$ cat src/rtl/adc_seq_pkg.sv
package adc_seq_pkg;

    typedef enum logic [2:0] {
        PH_IDLE = 3'd0,
        PH_PRE  = 3'd1,
        PH_WAKE = 3'd2,
        PH_CONV = 3'd3,
        PH_READ = 3'd4
    } seq_phase_t;

    typedef enum logic {
        MODE_FAST  = 1'b0,
        MODE_SLEEP = 1'b1
    } cnv_mode_t;

    // serial-clock event flags seen by the capture stage
    typedef struct packed {
        logic fall;
        logic last;
    } bit_evt_t;

    function automatic int unsigned umax(input int unsigned a, input int unsigned b);
        return (a > b) ? a : b;
    endfunction

    // bits needed to count 0 .. n-1
    function automatic int unsigned cwidth(input int unsigned n);
        return (n < 2) ? 1 : $clog2(n);
    endfunction

    // low pulse in fast mode must end before the conversion does
    function automatic int unsigned low_clamp(input int unsigned low, input int unsigned conv);
        int unsigned v;
        v = (low < conv) ? low : conv - 1;
        return (v < 1) ? 1 : v;
    endfunction

endpackage

$ cat src/rtl/adc_seq_ctrl.sv
module adc_seq_ctrl
    import adc_seq_pkg::*;
#(
    parameter int unsigned WAKE_CYC  = 3,
    parameter int unsigned LOW_CYC   = 3,
    parameter int unsigned CONV_CYC  = 625,
    parameter int unsigned SETUP_CYC = 1
) (
    input  logic clk,
    input  logic rst,
    input  logic start_i,
    input  logic mode_i,
    input  logic last_i,
    output logic cnv_o,
    output logic busy_o,
    output logic go_o
);
    localparam int unsigned LOW_EFF    = low_clamp(LOW_CYC, CONV_CYC);
    localparam int unsigned WAIT_FAST  = umax(CONV_CYC, LOW_EFF + SETUP_CYC);
    localparam int unsigned WAIT_SLEEP = CONV_CYC;
    localparam int unsigned CNT_TOP    = umax(umax(WAIT_FAST, WAIT_SLEEP), WAKE_CYC);
    localparam int unsigned CW         = cwidth(CNT_TOP);

    localparam logic [CW-1:0] WAKE_LAST  = CW'(WAKE_CYC - 1);
    localparam logic [CW-1:0] LOW_LAST   = CW'(LOW_EFF - 1);
    localparam logic [CW-1:0] FAST_LAST  = CW'(WAIT_FAST - 1);
    localparam logic [CW-1:0] SLEEP_LAST = CW'(WAIT_SLEEP - 1);

    seq_phase_t     phase_q;
    cnv_mode_t      mode_q;
    logic [CW-1:0]  cnt_q;
    logic [CW-1:0]  wait_last;

    assign wait_last = (mode_q == MODE_SLEEP) ? SLEEP_LAST : FAST_LAST;
    assign busy_o    = (phase_q != PH_IDLE);
    assign go_o      = (phase_q == PH_CONV) && (cnt_q == wait_last);

    always_ff @(posedge clk) begin
        if (rst) begin
            phase_q <= PH_IDLE;
            mode_q  <= MODE_FAST;
            cnt_q   <= '0;
            cnv_o   <= 1'b0;
        end else begin
            unique case (phase_q)
                PH_IDLE: begin
                    if (start_i) begin
                        mode_q <= cnv_mode_t'(mode_i);
                        cnt_q  <= '0;
                        if (cnv_o && (cnv_mode_t'(mode_i) == MODE_SLEEP)) begin
                            // line idles high: make room for a fresh rising edge
                            phase_q <= PH_PRE;
                            cnv_o   <= 1'b0;
                        end else begin
                            phase_q <= PH_WAKE;
                            cnv_o   <= 1'b1;
                        end
                    end
                end
                PH_PRE: begin
                    if (cnt_q == WAKE_LAST) begin
                        cnt_q   <= '0;
                        cnv_o   <= 1'b1;
                        phase_q <= PH_WAKE;
                    end else begin
                        cnt_q <= cnt_q + 1'b1;
                    end
                end
                PH_WAKE: begin
                    if (cnt_q == WAKE_LAST) begin
                        cnt_q   <= '0;
                        cnv_o   <= 1'b0;
                        phase_q <= PH_CONV;
                    end else begin
                        cnt_q <= cnt_q + 1'b1;
                    end
                end
                PH_CONV: begin
                    if ((mode_q == MODE_FAST) && (cnt_q == LOW_LAST)) begin
                        cnv_o <= 1'b1;
                    end
                    if (cnt_q == wait_last) begin
                        cnt_q   <= '0;
                        phase_q <= PH_READ;
                    end else begin
                        cnt_q <= cnt_q + 1'b1;
                    end
                end
                PH_READ: begin
                    if (last_i) begin
                        phase_q <= PH_IDLE;
                    end
                end
                default: phase_q <= PH_IDLE;
            endcase
        end
    end

    assert_sleep_low_read_R3: assert property (@(posedge clk) disable iff (rst)
        (phase_q == PH_READ && mode_q == MODE_SLEEP) |-> !cnv_o);

    assert_fast_high_read_R4: assert property (@(posedge clk) disable iff (rst)
        (phase_q == PH_READ && mode_q == MODE_FAST) |-> cnv_o);

    assert_line_steady_read_R10: assert property (@(posedge clk) disable iff (rst)
        (phase_q == PH_READ && $past(phase_q) == PH_READ) |-> $stable(cnv_o));

    assert_busy_keeps_mode_R9: assert property (@(posedge clk) disable iff (rst)
        (phase_q != PH_IDLE && start_i) |=> $stable(mode_q));

endmodule

$ cat src/rtl/adc_seq_sclk.sv
module adc_seq_sclk
    import adc_seq_pkg::*;
#(
    parameter int unsigned HALF_CYC = 4,
    parameter int unsigned BITS     = 8
) (
    input  logic     clk,
    input  logic     rst,
    input  logic     go_i,
    output logic     sclk_o,
    output bit_evt_t evt_o
);
    localparam int unsigned HW = cwidth(HALF_CYC);
    localparam int unsigned BW = cwidth(BITS);
    localparam logic [HW-1:0] HALF_LAST = HW'(HALF_CYC - 1);
    localparam logic [BW-1:0] BIT_LAST  = BW'(BITS - 1);

    logic          active_q;
    logic [HW-1:0] half_q;
    logic [BW-1:0] bit_q;

    always_comb begin
        evt_o.fall = sclk_o && (half_q == HALF_LAST);
        evt_o.last = evt_o.fall && (bit_q == BIT_LAST);
    end

    always_ff @(posedge clk) begin
        if (rst) begin
            active_q <= 1'b0;
            sclk_o   <= 1'b0;
            half_q   <= '0;
            bit_q    <= '0;
        end else if (go_i) begin
            active_q <= 1'b1;
            sclk_o   <= 1'b1;
            half_q   <= '0;
            bit_q    <= '0;
        end else if (active_q) begin
            if (half_q == HALF_LAST) begin
                half_q <= '0;
                if (sclk_o) begin
                    sclk_o <= 1'b0;
                    if (bit_q == BIT_LAST) begin
                        active_q <= 1'b0;
                    end else begin
                        bit_q <= bit_q + 1'b1;
                    end
                end else begin
                    sclk_o <= 1'b1;
                end
            end else begin
                half_q <= half_q + 1'b1;
            end
        end
    end

    assert_no_pulse_after_last_R6: assert property (@(posedge clk) disable iff (rst)
        evt_o.last |=> !sclk_o);

endmodule

$ cat src/rtl/adc_seq_capture.sv
module adc_seq_capture
    import adc_seq_pkg::*;
#(
    parameter int unsigned BITS = 8
) (
    input  logic            clk,
    input  logic            rst,
    input  bit_evt_t        evt_i,
    input  logic            sdata_i,
    input  logic            sclk_i,
    output logic [BITS-1:0] data_o,
    output logic            valid_o
);
    logic [BITS-2:0] shift_q;
    logic [BITS-1:0] nxt;

    assign nxt = {shift_q, sdata_i};

    always_ff @(posedge clk) begin
        if (rst) begin
            shift_q <= '0;
            data_o  <= '0;
            valid_o <= 1'b0;
        end else begin
            valid_o <= 1'b0;
            if (evt_i.fall) begin
                shift_q <= nxt[BITS-2:0];
            end
            if (evt_i.last) begin
                data_o  <= nxt;
                valid_o <= 1'b1;
            end
        end
    end

    assert_strobe_single_R8: assert property (@(posedge clk) disable iff (rst)
        valid_o |=> !valid_o);

    assert_strobe_on_fall_R7: assert property (@(posedge clk) disable iff (rst)
        valid_o |-> $fell(sclk_i));

endmodule

$ cat src/rtl/adc_read_seq.sv
module adc_read_seq
    import adc_seq_pkg::*;
#(
    parameter int unsigned WAKE_CYC  = 3,
    parameter int unsigned LOW_CYC   = 3,
    parameter int unsigned CONV_CYC  = 625,
    parameter int unsigned SETUP_CYC = 1,
    parameter int unsigned HALF_CYC  = 4,
    parameter int unsigned DATA_W    = 8
) (
    input  logic              clk,
    input  logic              rst,
    input  logic              start_i,
    input  logic              sleep_mode_i,
    input  logic              ser_data_i,
    output logic              conv_start_o,
    output logic              ser_clk_o,
    output logic              busy_o,
    output logic [DATA_W-1:0] rx_data_o,
    output logic              rx_valid_o
);
    logic     go;
    bit_evt_t evt;

    adc_seq_ctrl #(
        .WAKE_CYC (WAKE_CYC),
        .LOW_CYC  (LOW_CYC),
        .CONV_CYC (CONV_CYC),
        .SETUP_CYC(SETUP_CYC)
    ) ctrl_i (
        .clk    (clk),
        .rst    (rst),
        .start_i(start_i),
        .mode_i (sleep_mode_i),
        .last_i (evt.last),
        .cnv_o  (conv_start_o),
        .busy_o (busy_o),
        .go_o   (go)
    );

    adc_seq_sclk #(
        .HALF_CYC(HALF_CYC),
        .BITS    (DATA_W)
    ) sclk_i (
        .clk   (clk),
        .rst   (rst),
        .go_i  (go),
        .sclk_o(ser_clk_o),
        .evt_o (evt)
    );

    adc_seq_capture #(
        .BITS(DATA_W)
    ) cap_i (
        .clk    (clk),
        .rst    (rst),
        .evt_i  (evt),
        .sdata_i(ser_data_i),
        .sclk_i (ser_clk_o),
        .data_o (rx_data_o),
        .valid_o(rx_valid_o)
    );

    assert_clock_idle_low_R6: assert property (@(posedge clk) disable iff (rst)
        !busy_o |-> !ser_clk_o);

endmodule

$ cat config.mk
export PLATFORM = sky130hd
export DESIGN_NAME = adc_read_seq
export DESIGN_NICKNAME = d
export VERILOG_FILES = /design/src/rtl/adc_seq_pkg.sv /design/src/rtl/adc_seq_ctrl.sv /design/src/rtl/adc_seq_sclk.sv /design/src/rtl/adc_seq_capture.sv /design/src/rtl/adc_read_seq.sv
export SDC_FILE = /design/constraint.sdc
export NUM_CORES = 1
export LEC_CHECK = 0
export BUFFER_PORTS_ARGS = -buffer_cell sky130_fd_sc_hd__buf_2
export CAP_MARGIN = 5
export CORE_AREA = 2 2 44 76
export CTS_BUF_LIST = sky130_fd_sc_hd__clkbuf_4 sky130_fd_sc_hd__clkbuf_8 sky130_fd_sc_hd__clkbuf_16
export CTS_CLUSTER_SIZE = 12
export DETAILED_ROUTE_END_ITERATION = 12
export DIE_AREA = 0 0 46 78
export GPL_TIMING_DRIVEN = 0
export PLACE_DENSITY = 0.78
export SYNTH_ARGS = -nofsm -noshare
export SYNTH_HDL_FRONTEND = slang
export SYNTH_SLANG_ARGS = --single-unit
$ cat constraint.sdc
create_clock -name clk -period 4.45 [get_ports clk]
set_input_delay 0.2225 -clock clk [delete_from_list [all_inputs] [get_ports clk]]
set_output_delay 0.2225 -clock clk [all_outputs]
set_load 0.02 [all_outputs]
=== After elaboration in Yosys (flattened, before gate mapping) ===
Cells that the tools add are included.

* Output and inout bits: 12
* Register bits: 38
* Memory bits (read-only): 0
* Bits in writable memories: 0
* Memories: 0
* Bits in latches: 0

* Shift-type cells: 0
* Equality and inequality tests: 14
* Mux-type cells: 28
* Add/subtract/negate cells: 3
* Magnitude comparators: 0
* Div/mod/pow operators: 0
* Bitwise logic cells: 2
* Multiply operators: 0
* Reductions and logical operators: 19

{| class="wikitable"
|+ Operators with widths
! operator !! number
|-
| 2-to-1 mux 10 bit || 3
|-
| one-hot mux 10 bit (3 select lines) || 1
|-
| 2-to-1 mux 1 bit || 15
|-
| 2-to-1 mux 3 bit || 5
|-
| one-hot mux 3 bit (5 select lines) || 1
|-
| adder 10 x 1 -> 10 bit, second input constant || 1
|-
| == test 10 bit, second input constant || 1
|-
| == test 10 x 2 -> 1 bit, second input constant || 1
|-
| AND reduction 5 bit || 2
|-
| == test 3 x 2 -> 1 bit, second input constant || 2
|-
| == test 3 bit, second input constant || 2
|-
| inequality test 2 x 1 -> 1 bit, second input constant || 3
|-
| inequality test 2 bit, second input constant || 3
|-
| AND reduction 2 bit || 3
|-
| nonzero test 3 bit || 2
|-
| logical AND 1 bit || 5
|-
| 2-to-1 mux 2 bit || 2
|-
| one-hot mux 1 bit (4 select lines) || 1
|-
| AND reduction 4 bit || 1
|-
| nonzero test 2 bit || 2
|-
| nonzero test 4 bit || 1
|-
| OR reduction 2 bit || 2
|-
| adder 3 x 1 -> 3 bit, second input constant || 1
|-
| == test 3 x 1 -> 1 bit, second input constant || 1
|-
| 4 further kinds || 5
|}

=== Depth between registers and ports, before layout ===
Gate-level depths: netlist (run 1).

* Word-level depth: 6
* Depth in mapped cells: 8
* Mapped depth without buffers: 7

=== Modules after synthesis ===
From an unflattened synthesis (run 1), not the netlist that was laid out.

* Cell total of the unflattened synthesis: 194
* Area, all modules: 1825.5 um2

{| class="wikitable"
|+ By module, submodules not included
! module !! area each (um2) !! cells an instance !! seq. area each (um2) !! times used
|-
| adc_seq_ctrl || 887.1 || 109 || 300.3 || 1
|-
| adc_seq_capture || 569.3 || 50 || 320.3 || 1
|-
| adc_seq_sclk || 369.1 || 35 || 140.1 || 1
|}

=== Worst setup path after synthesis (run 1) ===
Ideal clock, no wire load.

* Path kind: reg2reg
* Start: register ctrl_i.cnt_q[2]
* End: register ctrl_i.cnv_o
* Library setup time: 0.134 ns
* Stages on the path, launching flop included: 6
* Arrival time: 1.680 ns
* Required time: 4.316 ns
* Setup slack: 2.636 ns
* Cells stage by stage: dfxtp_1 -> or4_4 -> nor4_4 -> a211oi_1 -> a21oi_1 -> a211oi_1

* Word-level cells in the longest chain between the ends: 4

{| class="wikitable"
|+ Ends and longest elaborated chain
! what !! line !! source
|-
| start, declared || adc_seq_ctrl.sv:31 || <nowiki>logic [CW-1:0] cnt_q;</nowiki>
|-
| start signal, assigned || adc_seq_ctrl.sv:66 || <nowiki>cnt_q <= cnt_q + 1'b1;</nowiki>
|-
| start signal, assigned || adc_seq_ctrl.sv:75 || <nowiki>cnt_q <= cnt_q + 1'b1;</nowiki>
|-
| start signal, assigned || adc_seq_ctrl.sv:86 || <nowiki>cnt_q <= cnt_q + 1'b1;</nowiki>
|-
| == test 10 x 2 -> 1 bit * || adc_seq_ctrl.sv:61, adc_seq_ctrl.sv:70, adc_seq_ctrl.sv:79 ||
|-
| logical AND 1 bit || adc_seq_ctrl.sv:79 || <nowiki>if ((mode_q == MODE_FAST) && (cnt_q == LOW_LAST)) begin</nowiki>
|-
| inequality test 2 bit (no line) || - ||
|-
| AND reduction 5 bit (no line) * || - ||
|-
| end signal, assigned || adc_seq_ctrl.sv:63 || <nowiki>cnv_o <= 1'b1;</nowiki>
|-
| end signal, assigned || adc_seq_ctrl.sv:72 || <nowiki>cnv_o <= 1'b0;</nowiki>
|-
| end signal, assigned || adc_seq_ctrl.sv:80 || <nowiki>cnv_o <= 1'b1;</nowiki>
|-
| end, declared || adc_seq_ctrl.sv:14 || <nowiki>output logic cnv_o,</nowiki>
|}

Mark *: on every way between the ends. The rest lies on a longest branch, timed or not.
A chain may end at the register's enable or synchronous reset.

=== Worst setup path in the final report (run 1) ===
* Start: register ctrl_i.cnt_q[0]
* End: register ctrl_i.phase_q[1]

* Word-level cells in the longest chain between the ends: 3

{| class="wikitable"
|+ Ends and longest elaborated chain
! what !! line !! source
|-
| == test 10 bit or == test 10 x 2 -> 1 bit (tied branches) || adc_seq_ctrl.sv:82, adc_seq_ctrl.sv:61, adc_seq_ctrl.sv:70 ||
|-
| inequality test 2 bit (no line) or inequality test 2 x 1 -> 1 bit (tied branches) || - ||
|-
| AND reduction 5 bit (no line) * || - ||
|-
| end signal, assigned || adc_seq_ctrl.sv:84 || <nowiki>phase_q <= PH_READ;</nowiki>
|-
| end signal, assigned || adc_seq_ctrl.sv:91 || <nowiki>phase_q <= PH_IDLE;</nowiki>
|-
| end signal, assigned || adc_seq_ctrl.sv:94 || <nowiki>default: phase_q <= PH_IDLE;</nowiki>
|-
| end, declared || adc_seq_ctrl.sv:29 || <nowiki>seq_phase_t phase_q;</nowiki>
|}

Marked as above.

==> metrics, run 1 <==
run status finished clean; Hold Buf Count CTS 0; Slew Limit Fails 0; RSZ-0062 raised after global routing no; Cell Area, Synth 1712 um2; Hold WC Path Type in2reg; port bufs 15; CTS sink count 38; top cell type's share of synthesized area 44.44%; row count 26; xor/xnor share of the synthesized area 2.558%; FILL cells 242; width of the die 46 um; largest net degree at the start of global routing 13; final hold violation count 0; synthesized flop and latch total 38; syn_area_per_cell 8.473 um2; CP Data Arrival Time 2.40 ns; setup ws final 2.256 ns; via count 1504; crit path capture type register; Synth Net Count 213; part of the Yosys area used for sequential elements 44.44%; Max Root-Sink Buffers 2; worst-skew pair later-pin latency 0.29 ns; setup TNS 0 ns; Seq pwr share 47.4%; initial core utilization 58.46%; final period utilization 49.30%; Pleak 0.7352 nW; initial antenna violation count 0; Ys Warns 0; share of cells above drive strength 1 15.11%; worst slack, placed 2.355 ns; DP Area 1822 um2; register area 760.7 um2; ANT nets after route 0; Worst Path Max Fanout 5; Util after Layout 65.47%; Synth area leader dfxtp_1; Synth cell types 39; Synth Area in Compound Gates 15.86%; n_diodes 0; Worst setup SP type register; PwrDens 414.6 nW/um2; Nets 235; mux contribution to synthesized area 3.509%; Post-synth EDFFs 0; Internal 547.6 uW; Tot GR Track Use 24.01%; Initial DRC Count 71; H-tree levels 2; minimum clock period 2.194 ns; r2r setup slk 2.26 ns; clock share of power 30.7%; post-route design area 1917 um2; worst vdd ir 0.3443 mV; footprint of the multi-input gates 868.3 um2; fmax 455.8 MHz; first drt pass iteration count 4; power consumption 794.8 uW; postcts setup bufs 0; combinational share of power 21.9%; clock root cell clkbuf_8; CP required 4.66 ns; Synth Instances 202; I/O Pins 17; worst-margin pin slew 0.7481 ns; adder-cell area share of the yosys netlist 4.386%; kind of critical path reg2reg; gp weighted congestion 0.8233; Post-synth top cells dfxtp_1 (38), nand2_1 (38), a21oi_1 (25); Die H 78 um; DP HPWL 2784 um; CTS tree done; Avg WL per Cell 14.57 um; first-pass GRT wire length 6389 um; die area 3588 um2; relative slew slack 49.83%; Clock transition at path regs 0.07 ns; GRT Residual Overflow 0; Setup violations, final 0; final wirelength 3685 um; main combinational cell family by area after synthesis simple AND/OR/NAND/NOR gates; Num CTS Buffers 5; DRC viols 0; ys flop type dfxtp_1; Sw Share 31.10%; # resized after CTS 0; Post-synth ARST share 0%; Setup Skew 0.005187 ns; P&R area growth vs syn 11.99%; DR vias/cell 5.945; number of global-route vias before repair 1457; core area 2928 um2; Area contributors post-synth dfxtp_1 (44%), nand2_1 (8.3%), a21oi_1 (7.3%); P_sw 247.2 uW; simple-gate share of the synthesized area 24.42%; max cap viols 0
[critical path, cell delays in order (launching register included)]
cell,delay (ns)
dfxtp_1,0.40
inv_1,0.08
ha_1,0.20
a31o_2,0.24
a211oi_1,0.66
a21oi_1,0.23
a221oi_2,0.31
[cells in the final DEF, fill, tap and decap left out, types with 2 or more instances in the layout]
| cell type | synthesis | layout |
|---|---|---|
| buf_2 | 0 | 15 |
| nand3b_1 | 2 | 2 |
| clkbuf_8 | 0 | 6 |
| inv_1 | 8 | 8 |
| a21oi_1 | 25 | 25 |
| dfxtp_1 | 38 | 38 |
| xnor2_1 | 2 | 2 |
| o21ai_0 | 5 | 5 |
| xor2_1 | 3 | 3 |
| buf_4 | 4 | 4 |
| clkbuf_1 | 4 | 4 |
| nand2_1 | 38 | 38 |
| nand3_1 | 15 | 15 |
| ha_1 | 6 | 6 |
| a211oi_1 | 3 | 3 |
| mux2i_1 | 6 | 6 |
| nor3_1 | 4 | 4 |
| nor4_1 | 3 | 3 |
| nor2_1 | 14 | 14 |
[worst paths after layout]
check,from,endpoint,cells past startpoint
max,ctrl_i.cnt_q[0],ctrl_i.phase_q[1],6
min,rst,ctrl_i.phase_q[1],2
max reg2reg,ctrl_i.cnt_q[0],ctrl_i.phase_q[1],6
min reg2reg,cap_i.data_o[1],cap_i.data_o[1],2
[power by group through the flow]
stage                     logic (mW)  registers (mW)  clock network (mW)
after floorplan                0.127           0.384                   0
after global placement         0.161           0.382                   0
after detailed placement       0.171           0.383                   0
after CTS                      0.171           0.375               0.249
after global routing           0.192           0.380               0.265
final                          0.174           0.377               0.244
[per-stage QoR]
stage | std cells | hold slack, ns
after detailed placement | 245 | 0.4461
after CTS | 253 | 0.1747
after global placement | 245 | 0.4424
after global routing | 253 | 0.1919
after floorplan | 202 | 0.3585
final | 253 | 0.1816
[layer usage]
metal / global-route usage, % / part of all wire, % / vias up
met5: 0 / 0 / -
met4: 11.14 / 2.8 / 0
met3: 5.814 / 3.5 / 9
met2: 42.92 / 57 / 37
met1: 24.05 / 37 / 718
li1: - / - / 740
[area by class of cell]
type,count,share of cell area (%)
Multi-Input combinational cell,146,45.30
Clock buffer,6,4.308
Timing Repair Buffer,15,3.916
Inverter,9,1.762
Buffer,9,2.546
Tap cell,28,1.828
Clock inverter,2,0.6527
Sequential cell,38,39.69
[cells by family (layout without fill, tap and decap cells)]
family,Yosys count,in the layout
multiplexers,6,6
flip-flops,38,38
AO/OA/AOI/OAI,42,42
AND/OR/NAND/NOR,87,87
buffers and inverters,18,41
XOR/XNOR,5,5
adder cells (fa/ha/maj),6,6
[state kept, by name, indices dropped and copies added (netlist names)]
register / count
ctrl_i.cnt_q: 10
cap_i.data_o: 8
cap_i.shift_q: 7
ctrl_i.phase_q: 3
sclk_i.bit_q: 3
sclk_i.half_q: 2
cap_i.valid_o: 1
ctrl_i.cnv_o: 1
ctrl_i.mode_q: 1
sclk_i.active_q: 1
sclk_i.sclk_o: 1
Note: power is estimated with default switching activity, not from simulation.
==> run 2: changes to the inputs <==
--- a/config.mk
+++ b/config.mk
@@ -5,15 +5,16 @@
 export SDC_FILE = /design/constraint.sdc
 export NUM_CORES = 1
 export LEC_CHECK = 0
+export ABC_AREA = 1
 export BUFFER_PORTS_ARGS = -buffer_cell sky130_fd_sc_hd__buf_2
 export CAP_MARGIN = 5
-export CORE_AREA = 2 2 44 76
+export CORE_AREA = 2 2 45 79
 export CTS_BUF_LIST = sky130_fd_sc_hd__clkbuf_4 sky130_fd_sc_hd__clkbuf_8 sky130_fd_sc_hd__clkbuf_16
 export CTS_CLUSTER_SIZE = 12
 export DETAILED_ROUTE_END_ITERATION = 12
-export DIE_AREA = 0 0 46 78
+export DIE_AREA = 0 0 47 81
 export GPL_TIMING_DRIVEN = 0
-export PLACE_DENSITY = 0.78
+export PLACE_DENSITY = 0.76
 export SYNTH_ARGS = -nofsm -noshare
 export SYNTH_HDL_FRONTEND = slang
 export SYNTH_SLANG_ARGS = --single-unit
==> constraint.sdc (replaced) <==
create_clock -name clk -period 2.1 [get_ports clk]
set_input_delay 0.105 -clock clk [delete_from_list [all_inputs] [get_ports clk]]
set_output_delay 0.105 -clock clk [all_outputs]
set_load 0.02 [all_outputs]
==> run 2 against run 1 <==
Setup slack worse by 1.8 ns. Wire length fell by 4.6%. Power grew 140%. Register-to-register slack got worse by 1.8 ns. Combinational power rose to 3.2 times the previous value. Fmax up 37%. Sequential power rose by 120%. Critical path type unchanged. Largest power group unchanged. Highest routed layer unchanged.
==> metrics, run 2 <==
# resized after CTS 0; port bufs 16; Post-synth EDFFs 0; met1 Use GR 23.96%; DRC viols 0; top cell type's share of synthesized area 42.58%; setup ws final 0.4968 ns; CP Data Arrival Time 1.80 ns; max cap viols 0; Initial DRC Count 28; initial core utilization 55.43%; worst slack, placed 0.5272 ns; DR vias/cell 5.131; final hold violation count 0; worst-skew pair later-pin latency 0.30 ns; Setup Skew 0.01228 ns; die area 3807 um2; H-tree levels 2; Area contributors post-synth dfxtp_1 (43%), nand2_1 (8.8%), nor2_1 (8.8%); Tot GR Track Use 22.22%; crit path capture type register; row count 28; ANT nets after route 0; Most Crowded Layer GR met2; GRT met2 Usage 37.67%; Clock transition at path regs 0.08 ns; Worst setup SP type register; largest net degree at the start of global routing 13; most frequent cells in the layout nor2_1 (42), nand2_1 (42), dfxtp_1 (38); Slew Limit Fails 0; number of global-route vias before repair 1494; DP HPWL 2630 um; part of the Yosys area used for sequential elements 42.58%; CTS tree done; P&R area growth vs syn 12.96%; gp weighted congestion 0.8524; Setup violations, final 0; Synth cell types 29; synthesized flop and latch total 38; CTS sink count 38; DP Area 1923 um2; Hold Buf Count CTS 0; Nets 271; first drt pass iteration count 4; Synth area leader dfxtp_1; core area 3223 um2; combinational share of power 29.5%; RSZ-0062 raised after global routing no; I/O Pins 17; Seq pwr share 42.8%; relative slew slack 75.73%; Ys Warns 0; Largest register FFs 10; M3 GR Usage 6.000%; final wirelength 3515 um; via count 1570; width of the die 47 um; Post-synth ARST share 0%; Post-Place Cells 298; Die H 81 um; PwrDens 946.6 nW/um2; postcts setup bufs 0; Worst Path Max Fanout 6; ys flop type dfxtp_1; Num CTS Buffers 5; Largest regs ctrl_i.cnt_q: 10 flops, cap_i.data_o: 8 flops, cap_i.shift_q: 7 flops; worst vdd ir 0.5851 mV; CP required 2.30 ns; post-route design area 2018 um2; Hold WC Path Type in2reg; n_diodes 0; first-pass GRT wire length 6161 um; Largest Register ctrl_i.cnt_q; initial antenna violation count 0; final period utilization 76.34%; share of cells above drive strength 1 17.24%; Util after Layout 62.62%; minimum clock period 1.603 ns; Synth Net Count 248; Avg WL per Cell 11.49 um; syn_area_per_cell 7.539 um2; Max Root-Sink Buffers 2; Sw Share 36.40%; Pleak 0.9269 nW; run status finished clean; setup TNS 0 ns; fmax 623.8 MHz; kind of critical path reg2reg; Final Instance Count excl. Fillers 306; clock root cell clkbuf_8; clock share of power 27.7%; worst-margin pin slew 0.3628 ns; P_sw 695.3 uW; Synth Instances 237; Post-synth top cells nand2_1 (42), nor2_1 (42), dfxtp_1 (38); GRT Residual Overflow 0; Cell Area, Synth 1787 um2; Internal 1.215 mW
==> run 2: cell count changes in the layout (fill, tap and decap cells not counted), sizes merged, moves of 4 or more <==
cell / delta
nor4: -4
inv: +17
nand2: +8
nand4: +7
o21ai: +13
nor2: +32
a21oi: -7
mux2i: -6
==> run 2: path summary, 6_finish.rpt <==
check             startpoint               to  slack (ns)  cells past startpoint
max          ctrl_i.cnt_q[0]  ctrl_i.cnt_q[0]        0.50                      9
min               ser_data_i  cap_i.data_o[0]        0.02                      3
max reg2reg  ctrl_i.cnt_q[0]  ctrl_i.cnt_q[0]        0.50                      9
min reg2reg    ctrl_i.mode_q    ctrl_i.mode_q        0.46                      2
==> run 2: kinds of logic (layout without fill, tap and decap cells) <==
| family | count (synthesis) | after routing | synth area share, % |
|---|---|---|---|
| AOI/OAI and AO/OA | 37 | 37 | 11.27 |
| xor gates and xnor gates | 3 | 3 | 1.471 |
| adders and majority gates | 6 | 6 | 4.202 |
| buffers and inverters | 28 | 52 | 6.092 |
| DFF | 38 | 38 | 42.58 |
| and+or+nand+nor | 125 | 125 | 34.38 |
==> run 2: cell type report <==
class                      instances  area [um2]
clock inverter                     2       12.51
fill                             305        1205
clock buffer                       6       82.58
inverter                          26       100.1
multi-input combinational        171       917.1
buffer                             2       8.758
sequential                        38       760.7
timing repair buffer              16       80.08
tap                               45       56.30
==> run 2: power groups by stage <==
stage	Combinational (mW)	Clock, mW	Sequential, mW
floorplan	0.443	0	0.835
global placement	0.560	0	0.832
detailed placement	0.569	0	0.833
CTS	0.571	0.548	0.817
global route	0.648	0.574	0.822
finish	0.564	0.529	0.817
==> run 2: through the flow <==
stage,hold WS [ns],power [mW]
after global placement,0.3140,1.392
after global routing,0.02971,2.044
final,0.02447,1.910
after detailed placement,0.3246,1.402
after CTS,0.01796,1.935
after floorplan,0.1741,1.278
==> run 2: per-layer routing <==
layer | vias to the layer above | wire, um
li1 | 817 | -
met1 | 718 | 1475
met2 | 25 | 1850
met3 | 10 | 111
met4 | 0 | 76
met5 | - | 0
==> run 2: critical path, stage by stage, from the launching register on <==
cell     delay (ns)
dfxtp_1        0.36
inv_1          0.10
ha_1           0.15
nand2_1        0.05
nor2_1         0.17
nand3_1        0.13
nand2_1        0.19
nand2_1        0.14
o21ai_0        0.16
inv_1          0.05
